### config.mk
export PLATFORM = sky130hd
export DESIGN_NAME = twin_pred_seq
export DESIGN_NICKNAME = d
export VERILOG_FILES = /design/src/rtl/twin_seq_pkg.sv /design/src/rtl/tps_cursor.sv /design/src/rtl/tps_ctrl.sv /design/src/rtl/twin_pred_seq.sv
export SDC_FILE = /design/constraint.sdc
export NUM_CORES = 1
export LEC_CHECK = 0
export BUFFER_PORTS_ARGS = -buffer_cell sky130_fd_sc_hd__buf_2
export CORE_AREA = 2 2 120 87
export DETAILED_ROUTE_END_ITERATION = 7
export DIE_AREA = 0 0 122 89
export PLACE_DENSITY = 0.59
export SLEW_MARGIN = 0
export SYNTH_ARGS = -nofsm -noshare
export SYNTH_HDL_FRONTEND = slang
export SYNTH_SLANG_ARGS = --single-unit
### constraint.sdc
create_clock -name clk -period 6.8 [get_ports clk]
set_input_delay 1.36 -clock clk [delete_from_list [all_inputs] [get_ports clk]]
set_output_delay 1.36 -clock clk [all_outputs]
set_load 0.1 [all_outputs]
### src/rtl/twin_seq_pkg.sv
package twin_seq_pkg;

  typedef enum logic [1:0] {
    ST_IDLE  = 2'd0,
    ST_SKIP  = 2'd1,
    ST_ISSUE = 2'd2
  } seq_state_t;

  localparam int SIDE_SRC = 0;
  localparam int SIDE_DST = 1;
  localparam int NSIDES   = 2;

endpackage

### src/rtl/tps_cursor.sv
module tps_cursor #(
  parameter int MAXVL = 16,
  parameter int VLW   = $clog2(MAXVL + 1)
) (
  input  logic             clk,
  input  logic             rst,
  input  logic             load,
  input  logic [MAXVL-1:0] mask_in,
  input  logic             zero_in,
  input  logic             skip,
  input  logic             adv,
  input  logic [VLW-1:0]   limit,
  input  logic             offering,
  output logic [VLW-1:0]   pos,
  output logic             need_skip,
  output logic             at_end,
  output logic             bit_clr
);

  logic [MAXVL-1:0] mask_r;
  logic             zero_r;
  logic [MAXVL-1:0] shifted;
  logic             bit_here;

  always_comb begin
    shifted   = mask_r >> pos;
    bit_here  = shifted[0];
    need_skip = !zero_r && !bit_here;
    bit_clr   = zero_r && !bit_here;
    at_end    = (pos >= limit);
  end

  always_ff @(posedge clk) begin
    if (rst) begin
      mask_r <= '0;
      zero_r <= 1'b0;
      pos    <= '0;
    end else if (load) begin
      mask_r <= mask_in;
      zero_r <= zero_in;
      pos    <= '0;
    end else if (skip || adv) begin
      pos <= pos + 1'b1;
    end
  end

  // a non-zeroing side never offers a masked-off element
  p_mask_honoured_r4: assert property (@(posedge clk) disable iff (rst)
    (offering && !zero_r) |-> bit_here);

  // the position never runs beyond the captured length
  p_pos_bounded_r8: assert property (@(posedge clk) disable iff (rst)
    pos <= limit);

endmodule

### src/rtl/tps_ctrl.sv
module tps_ctrl
  import twin_seq_pkg::*;
#(
  parameter int MAXVL = 16,
  parameter int VLW   = $clog2(MAXVL + 1)
) (
  input  logic           clk,
  input  logic           rst,
  input  logic           start,
  input  logic [VLW-1:0] vec_len,
  input  logic           s_need,
  input  logic           d_need,
  input  logic           s_end,
  input  logic           d_end,
  input  logic           d_bitclr,
  input  logic           step_ready,
  input  logic           stop_req,
  output logic           load,
  output logic           s_skip,
  output logic           d_skip,
  output logic           adv,
  output logic [VLW-1:0] limit,
  output logic           busy,
  output logic           step_valid,
  output logic           dst_clear,
  output logic           done
);

  localparam logic [VLW-1:0] MAXV = VLW'(MAXVL);
  localparam logic [VLW-1:0] ONE  = VLW'(1);

  seq_state_t     state;
  logic           in_skip;
  logic           end_now;
  logic           go_issue;
  logic           accept;
  logic [VLW-1:0] len_eff;

  always_comb begin
    if (vec_len == '0)       len_eff = ONE;
    else if (vec_len > MAXV) len_eff = MAXV;
    else                     len_eff = vec_len;
  end

  always_comb begin
    in_skip  = (state == ST_SKIP);
    load     = (state == ST_IDLE) && start;
    end_now  = in_skip && (s_end || d_end);
    s_skip   = in_skip && !end_now && s_need;
    d_skip   = in_skip && !end_now && d_need;
    go_issue = in_skip && !end_now && !s_need && !d_need;
    accept   = step_valid && step_ready;
    adv      = accept && !stop_req;
    busy     = (state != ST_IDLE);
  end

  always_ff @(posedge clk) begin
    if (rst) begin
      state      <= ST_IDLE;
      limit      <= '0;
      step_valid <= 1'b0;
      dst_clear  <= 1'b0;
      done       <= 1'b0;
    end else begin
      done <= 1'b0;
      case (state)
        ST_IDLE: begin
          if (start) begin
            limit <= len_eff;
            state <= ST_SKIP;
          end
        end
        ST_SKIP: begin
          if (end_now) begin
            done  <= 1'b1;
            state <= ST_IDLE;
          end else if (go_issue) begin
            step_valid <= 1'b1;
            dst_clear  <= d_bitclr;
            state      <= ST_ISSUE;
          end
        end
        ST_ISSUE: begin
          if (accept) begin
            step_valid <= 1'b0;
            dst_clear  <= 1'b0;
            if (stop_req) begin
              done  <= 1'b1;
              state <= ST_IDLE;
            end else begin
              state <= ST_SKIP;
            end
          end
        end
        default: state <= ST_IDLE;
      endcase
    end
  end

  // done lasts a single cycle
  p_done_pulse_r8: assert property (@(posedge clk) disable iff (rst)
    done |=> !done);

  // a stop on acceptance ends the loop at once
  p_stop_ends_r9: assert property (@(posedge clk) disable iff (rst)
    (step_valid && step_ready && stop_req) |=> (done && !busy && !step_valid));

  // a normal acceptance returns to skipping with no step on offer
  p_accept_moves_r7: assert property (@(posedge clk) disable iff (rst)
    (step_valid && step_ready && !stop_req) |=> (busy && !step_valid && !done));

  // start while busy leaves the captured length alone
  p_restart_ignored_r11: assert property (@(posedge clk) disable iff (rst)
    (busy && start) |=> $stable(limit));

endmodule

### src/rtl/twin_pred_seq.sv
module twin_pred_seq
  import twin_seq_pkg::*;
#(
  parameter int MAXVL = 16,
  parameter int VLW   = $clog2(MAXVL + 1)
) (
  input  logic             clk,
  input  logic             rst,
  input  logic             start,
  input  logic [VLW-1:0]   vec_len,
  input  logic [MAXVL-1:0] src_mask,
  input  logic [MAXVL-1:0] dst_mask,
  input  logic             src_zeroing,
  input  logic             dst_zeroing,
  input  logic             step_ready,
  input  logic             stop_req,
  output logic             busy,
  output logic             step_valid,
  output logic [VLW-1:0]   src_idx,
  output logic [VLW-1:0]   dst_idx,
  output logic             dst_clear,
  output logic             done
);

  logic             load, adv, s_skip, d_skip;
  logic [VLW-1:0]   limit;
  logic [MAXVL-1:0] side_mask [NSIDES];
  logic             side_zero [NSIDES];
  logic             side_skip [NSIDES];
  logic [VLW-1:0]   side_pos  [NSIDES];
  logic             side_need [NSIDES];
  logic             side_end  [NSIDES];
  logic             side_clr  [NSIDES];

  always_comb begin
    side_mask[SIDE_SRC] = src_mask;
    side_mask[SIDE_DST] = dst_mask;
    side_zero[SIDE_SRC] = src_zeroing;
    side_zero[SIDE_DST] = dst_zeroing;
    side_skip[SIDE_SRC] = s_skip;
    side_skip[SIDE_DST] = d_skip;
  end

  for (genvar g = 0; g < NSIDES; g++) begin : g_side
    tps_cursor #(.MAXVL(MAXVL), .VLW(VLW)) u_cur (
      .clk       (clk),
      .rst       (rst),
      .load      (load),
      .mask_in   (side_mask[g]),
      .zero_in   (side_zero[g]),
      .skip      (side_skip[g]),
      .adv       (adv),
      .limit     (limit),
      .offering  (step_valid),
      .pos       (side_pos[g]),
      .need_skip (side_need[g]),
      .at_end    (side_end[g]),
      .bit_clr   (side_clr[g])
    );
  end

  tps_ctrl #(.MAXVL(MAXVL), .VLW(VLW)) u_ctrl (
    .clk        (clk),
    .rst        (rst),
    .start      (start),
    .vec_len    (vec_len),
    .s_need     (side_need[SIDE_SRC]),
    .d_need     (side_need[SIDE_DST]),
    .s_end      (side_end[SIDE_SRC]),
    .d_end      (side_end[SIDE_DST]),
    .d_bitclr   (side_clr[SIDE_DST]),
    .step_ready (step_ready),
    .stop_req   (stop_req),
    .load       (load),
    .s_skip     (s_skip),
    .d_skip     (d_skip),
    .adv        (adv),
    .limit      (limit),
    .busy       (busy),
    .step_valid (step_valid),
    .dst_clear  (dst_clear),
    .done       (done)
  );

  assign src_idx = side_pos[SIDE_SRC];
  assign dst_idx = side_pos[SIDE_DST];

  // an unaccepted step holds still
  p_hold_r10: assert property (@(posedge clk) disable iff (rst)
    (step_valid && !step_ready) |=>
      (step_valid && $stable(src_idx) && $stable(dst_idx) && $stable(dst_clear)));

  // offered indices stay below the effective length
  p_idx_range_r3: assert property (@(posedge clk) disable iff (rst)
    step_valid |-> (src_idx < limit && dst_idx < limit && limit <= VLW'(MAXVL)));

  // nothing is offered or reported while idle
  p_idle_quiet_r1: assert property (@(posedge clk) disable iff (rst)
    !busy |-> !step_valid);

endmodule

==> impl_metrics.prom <==
# TYPE chip_impl_metric gauge
chip_impl_info{name="top_layer_used",value="met4"} 1
chip_impl_metric{name="syn2layout_area_growth",unit="%"} 18.4
chip_impl_metric{name="overflow",unit=""} 0
chip_impl_metric{name="placement.setup.worst_slack",unit="ns"} 3.79
chip_impl_metric{name="design.core.area",unit="um^2"} 9570
chip_impl_metric{name="synthesis.area_per_instance",unit="um^2"} 8.26
chip_impl_metric{name="antennaDiodeCount",unit=""} 0
chip_impl_metric{name="area_of_combinational_cells_with_multiple_inputs",unit="um^2"} 1620
chip_impl_metric{name="synth-xor-area-share",unit="%"} 0.307
chip_impl_metric{name="final-instance-count-excl-fill",unit=""} 521
chip_impl_metric{name="synthMuxAreaShare",unit="%"} 6.79
chip_impl_metric{name="maximum_fanout_along_the_worst_path",unit=""} 10
chip_impl_metric{name="post_synth_inst_count",unit=""} 346
chip_impl_metric{name="timing.fmax",unit="MHz"} 331
chip_impl_metric{name="min_period",unit="ns"} 3.02
chip_impl_metric{name="maxSlewHeadroom",unit="%"} 42.9
chip_impl_metric{name="avgViaCountPerCell",unit=""} 4.74
chip_impl_metric{name="layout.core_utilization",unit="%"} 35.3
chip_impl_metric{name="die-area",unit="um^2"} 10900
chip_impl_metric{name="power",unit="W"} 0.000773
chip_impl_metric{name="fin_tns_setup",unit="ns"} 0
chip_impl_metric{name="path_clk_slew",unit="ns"} 0.07
chip_impl_metric{name="setup_slack",unit="ns"} 3.78
chip_impl_metric{name="reg2reg_depth",unit=""} 9
chip_impl_metric{name="holdBufCountCts",unit=""} 0
chip_impl_metric{name="post_synthesis_compound_gate_area_fraction",unit="%"} 18.8
chip_impl_metric{name="dp_hpwl",unit="um"} 5230
chip_impl_metric{name="num_rows",unit=""} 30
chip_impl_info{name="rsz0062_at_grt",value="false"} 1
chip_impl_metric{name="worstHoldPathCells",unit=""} 2
chip_impl_metric{name="port_buffers",unit=""} 57
chip_impl_metric{name="syn_area",unit="um^2"} 2860
chip_impl_metric{name="n_fill_cell",unit=""} 1024
chip_impl_metric{name="floorplan.io_pins",unit=""} 58
chip_impl_info{name="ys.flop_type",value="sky130_fd_sc_hd__dfxtp_1"} 1
chip_impl_info{name="post-synth-top-area-cell",value="sky130_fd_sc_hd__dfxtp_1"} 1
chip_impl_metric{name="final_antenna_net_count",unit=""} 0
chip_impl_metric{name="seq_area_frac_synth",unit="%"} 37.8
chip_impl_info{name="min-delay-path-class",value="reg2reg"} 1
chip_impl_metric{name="routed-wl-met3",unit="um"} 342
chip_impl_metric{name="max-clock-path-buffers",unit=""} 2
chip_impl_metric{name="floorplan.die.height",unit="um"} 89
chip_impl_metric{name="drt-met1-wl",unit="um"} 3780
chip_impl_metric{name="min_period_over_period",unit="%"} 44.4
chip_impl_metric{name="finish.net_count",unit=""} 452
chip_impl_metric{name="synth-simple-area-share",unit="%"} 23.8
chip_impl_info{name="leading_cell_type_by_number_of_instances_after_synthesis",value="sky130_fd_sc_hd__nand2_1"} 1
chip_impl_metric{name="setup_viol_count_final",unit=""} 0
chip_impl_metric{name="post_cts.resized_instances",unit=""} 0
chip_impl_metric{name="num_vias",unit=""} 2471
chip_impl_metric{name="fin_skew",unit="ns"} 0.00601
chip_impl_info{name="crit_type",value="reg2reg"} 1
chip_impl_metric{name="netlist.area_leader.share",unit="%"} 37.8
chip_impl_metric{name="post_synth_net_total",unit=""} 406
chip_impl_metric{name="avgRoutedWirePerCell",unit="um"} 13.4
chip_impl_info{name="end_kind",value="flop"} 1
chip_impl_info{name="timing.critical_path.from_type",value="flop"} 1
chip_impl_metric{name="dr.first_iter.drc_count",unit=""} 109
chip_impl_metric{name="synth-async-reset-ratio",unit="%"} 0
chip_impl_metric{name="final_hold_viols",unit=""} 0
chip_impl_metric{name="grt_antenna_before_repair",unit=""} 0
chip_impl_metric{name="gp_congestion",unit=""} 0.772
chip_impl_metric{name="place.detailed.instances",unit=""} 513
chip_impl_info{name="ys_top_cells_by_area",value="sky130_fd_sc_hd__dfxtp_1 38%, sky130_fd_sc_hd__nand2_1 11%, sky130_fd_sc_hd__a21oi_1 7.7%, sky130_fd_sc_hd__ha_1 7.0%, sky130_fd_sc_hd__mux2i_1 2.5%"} 1
chip_impl_metric{name="register_area",unit="um^2"} 1080
chip_impl_metric{name="number_of_distinct_library_cells_after_synthesis",unit=""} 53
chip_impl_metric{name="synth-seq-cells",unit=""} 54
chip_impl_metric{name="required_worst_endpoint",unit="ns"} 7.04
chip_impl_metric{name="ctsHtreeMaxLevel",unit=""} 2
chip_impl_metric{name="postCtsSetupBuffers",unit=""} 0
chip_impl_metric{name="crit_arrival",unit="ns"} 3.26
chip_impl_metric{name="cts_made_buffers",unit=""} 5
chip_impl_metric{name="synth_edf_count",unit=""} 0
chip_impl_metric{name="insertion_delay",unit="ns"} 0.30
chip_impl_metric{name="tightest_slew",unit="ns"} 0.857
chip_impl_metric{name="power.leakage",unit="nW"} 1.34
chip_impl_metric{name="worst_ir_drop_vdd",unit="mV"} 0.120
chip_impl_metric{name="grt_pass1_wl",unit="um"} 11600
chip_impl_info{name="outcome",value="finished clean"} 1
chip_impl_metric{name="cts_num_sinks",unit=""} 54
chip_impl_metric{name="start_util",unit="%"} 29.8
chip_impl_info{name="post_synth_most_frequent_cells",value="85 x sky130_fd_sc_hd__nand2_1, 54 x sky130_fd_sc_hd__dfxtp_1, 44 x sky130_fd_sc_hd__a21oi_1"} 1
chip_impl_metric{name="power_per_cell_area",unit="nW/um^2"} 228
chip_impl_info{name="root_buffer",value="sky130_fd_sc_hd__clkbuf_16"} 1
chip_impl_metric{name="wl_met2",unit="um"} 2760
chip_impl_metric{name="layout-drive-gt1-share",unit="%"} 20.9
chip_impl_metric{name="yosys.area_share.adder",unit="%"} 7.01
chip_impl_info{name="largest_family_of_logic_cells_by_synthesized_area",value="simple AND/OR/NAND/NOR gates"} 1
chip_impl_metric{name="first_pass_iters",unit=""} 4
chip_impl_metric{name="track_usage",unit="%"} 13.6
chip_impl_metric{name="timing.final.max_slew_violations",unit=""} 0
chip_impl_metric{name="grt_pass1_vias",unit=""} 2346
chip_impl_info{name="tritoncts",value="yes"} 1
chip_impl_metric{name="wl",unit="um"} 6970
chip_impl_metric{name="synth-warning-count",unit=""} 0
chip_impl_metric{name="grt_max_degree",unit=""} 49
chip_impl_metric{name="post-route-drc-count",unit=""} 0
chip_impl_metric{name="chipWidth",unit="um"} 122
chip_impl_metric{name="number_of_violations_of_the_max_capacitance_limit",unit=""} 0
where the power goes:
group / internal [W] / total, W / switching, W
clock network: 0.000177 / 0.000301 / 0.000124
registers: 0.000334 / 0.000346 / 0.0000119
logic: 0.0000438 / 0.000126 / 0.0000817
total: 0.000555 / 0.000773 / 0.000218
flip-flops by register name, indices dropped and copies added, names as in the netlist:
name,cells
u_ctrl.dst_clear,1
g_side.u_cur.zero_r,2
u_ctrl.state,2
g_side.u_cur.mask_r,32
g_side.u_cur.pos,10
u_ctrl.step_valid,1
u_ctrl.limit,5
u_ctrl.done,1
routing by layer:
metal | vias to the layer above | track usage [%]
met1 | 1111 | 20.2
li1 | 1288 | -
met5 | - | 0
met4 | 0 | 3.97
met3 | 8 | 3.06
met2 | 64 | 19.4
worst paths after layout:
| path | from | end | slack, ns |
|---|---|---|---|
| worst max-delay path | g_side[1].u_cur.pos[0]$_SDFFE_PP0P_ | g_side[0].u_cur.pos[2]$_SDFFE_PP0P_ | 3.78 |
| worst min register to register | g_side[0].u_cur.mask_r[0]$_SDFFE_PP0P_ | g_side[0].u_cur.mask_r[0]$_SDFFE_PP0P_ | 0.45 |
| worst max register to register | g_side[1].u_cur.pos[0]$_SDFFE_PP0P_ | g_side[0].u_cur.pos[2]$_SDFFE_PP0P_ | 3.78 |
| worst min-delay path | g_side[0].u_cur.mask_r[0]$_SDFFE_PP0P_ | g_side[0].u_cur.mask_r[0]$_SDFFE_PP0P_ | 0.45 |
kinds of logic (layout without fill, tap and decap cells):
group	after synthesis	count (layout)
XOR/XNOR	1	1
adder cells (fa/ha/maj)	16	16
multiplexers	16	16
AND/OR/NAND/NOR	147	147
flip-flops	54	54
AO/OA/AOI/OAI	79	79
buffers and inverters	33	80
cells in the final DEF (no fill, tap or decap), types with 3 or more instances in the layout:
cell / count
sky130_fd_sc_hd__a21oi_1: 44
sky130_fd_sc_hd__and3_1: 3
sky130_fd_sc_hd__dfxtp_1: 54
sky130_fd_sc_hd__mux2_1: 5
sky130_fd_sc_hd__o22ai_1: 4
sky130_fd_sc_hd__inv_1: 13
sky130_fd_sc_hd__nor2_1: 12
sky130_fd_sc_hd__nand2b_1: 7
sky130_fd_sc_hd__nand3_1: 10
sky130_fd_sc_hd__nor3_1: 4
sky130_fd_sc_hd__clkbuf_16: 5
sky130_fd_sc_hd__nand2_1: 85
sky130_fd_sc_hd__a31oi_1: 3
sky130_fd_sc_hd__o21ai_0: 8
sky130_fd_sc_hd__mux2i_1: 7
sky130_fd_sc_hd__nand3b_1: 5
sky130_fd_sc_hd__ha_1: 16
sky130_fd_sc_hd__nor2b_1: 6
sky130_fd_sc_hd__buf_2: 57
sky130_fd_sc_hd__or3_1: 3
through the flow:
stage,hold slack [ns],instance area (um^2)
2_1_floorplan,0.432,2860
3_3_place_gp,0.443,3210
3_5_place_dp,0.443,3210
4_1_cts,0.453,3380
5_1_grt,0.473,3380
6_report,0.452,3380
worst max-delay path, cell delays in order (launching register included):
cell and delay, ns:
sky130_fd_sc_hd__dfxtp_1 0.64, sky130_fd_sc_hd__inv_1 0.15, sky130_fd_sc_hd__ha_1 0.31, sky130_fd_sc_hd__nand2b_1 0.14, sky130_fd_sc_hd__a211oi_1 0.22, sky130_fd_sc_hd__o21bai_1 0.16, sky130_fd_sc_hd__a2111oi_4 0.52, sky130_fd_sc_hd__and3_1 0.42
sky130_fd_sc_hd__mux2_1 0.35, sky130_fd_sc_hd__nand3_1 0.07
area by class of cell:
class / instances / area share [%]
inverters: 13 / 1.44
well taps: 128 / 4.73
clock inverters: 3 / 1.41
flip-flops and latches: 54 / 32.0
clock buffers: 5 / 3.70
repair buffers: 59 / 8.88
multi-input cells: 259 / 47.9
Power figures use the tool's default switching activity.
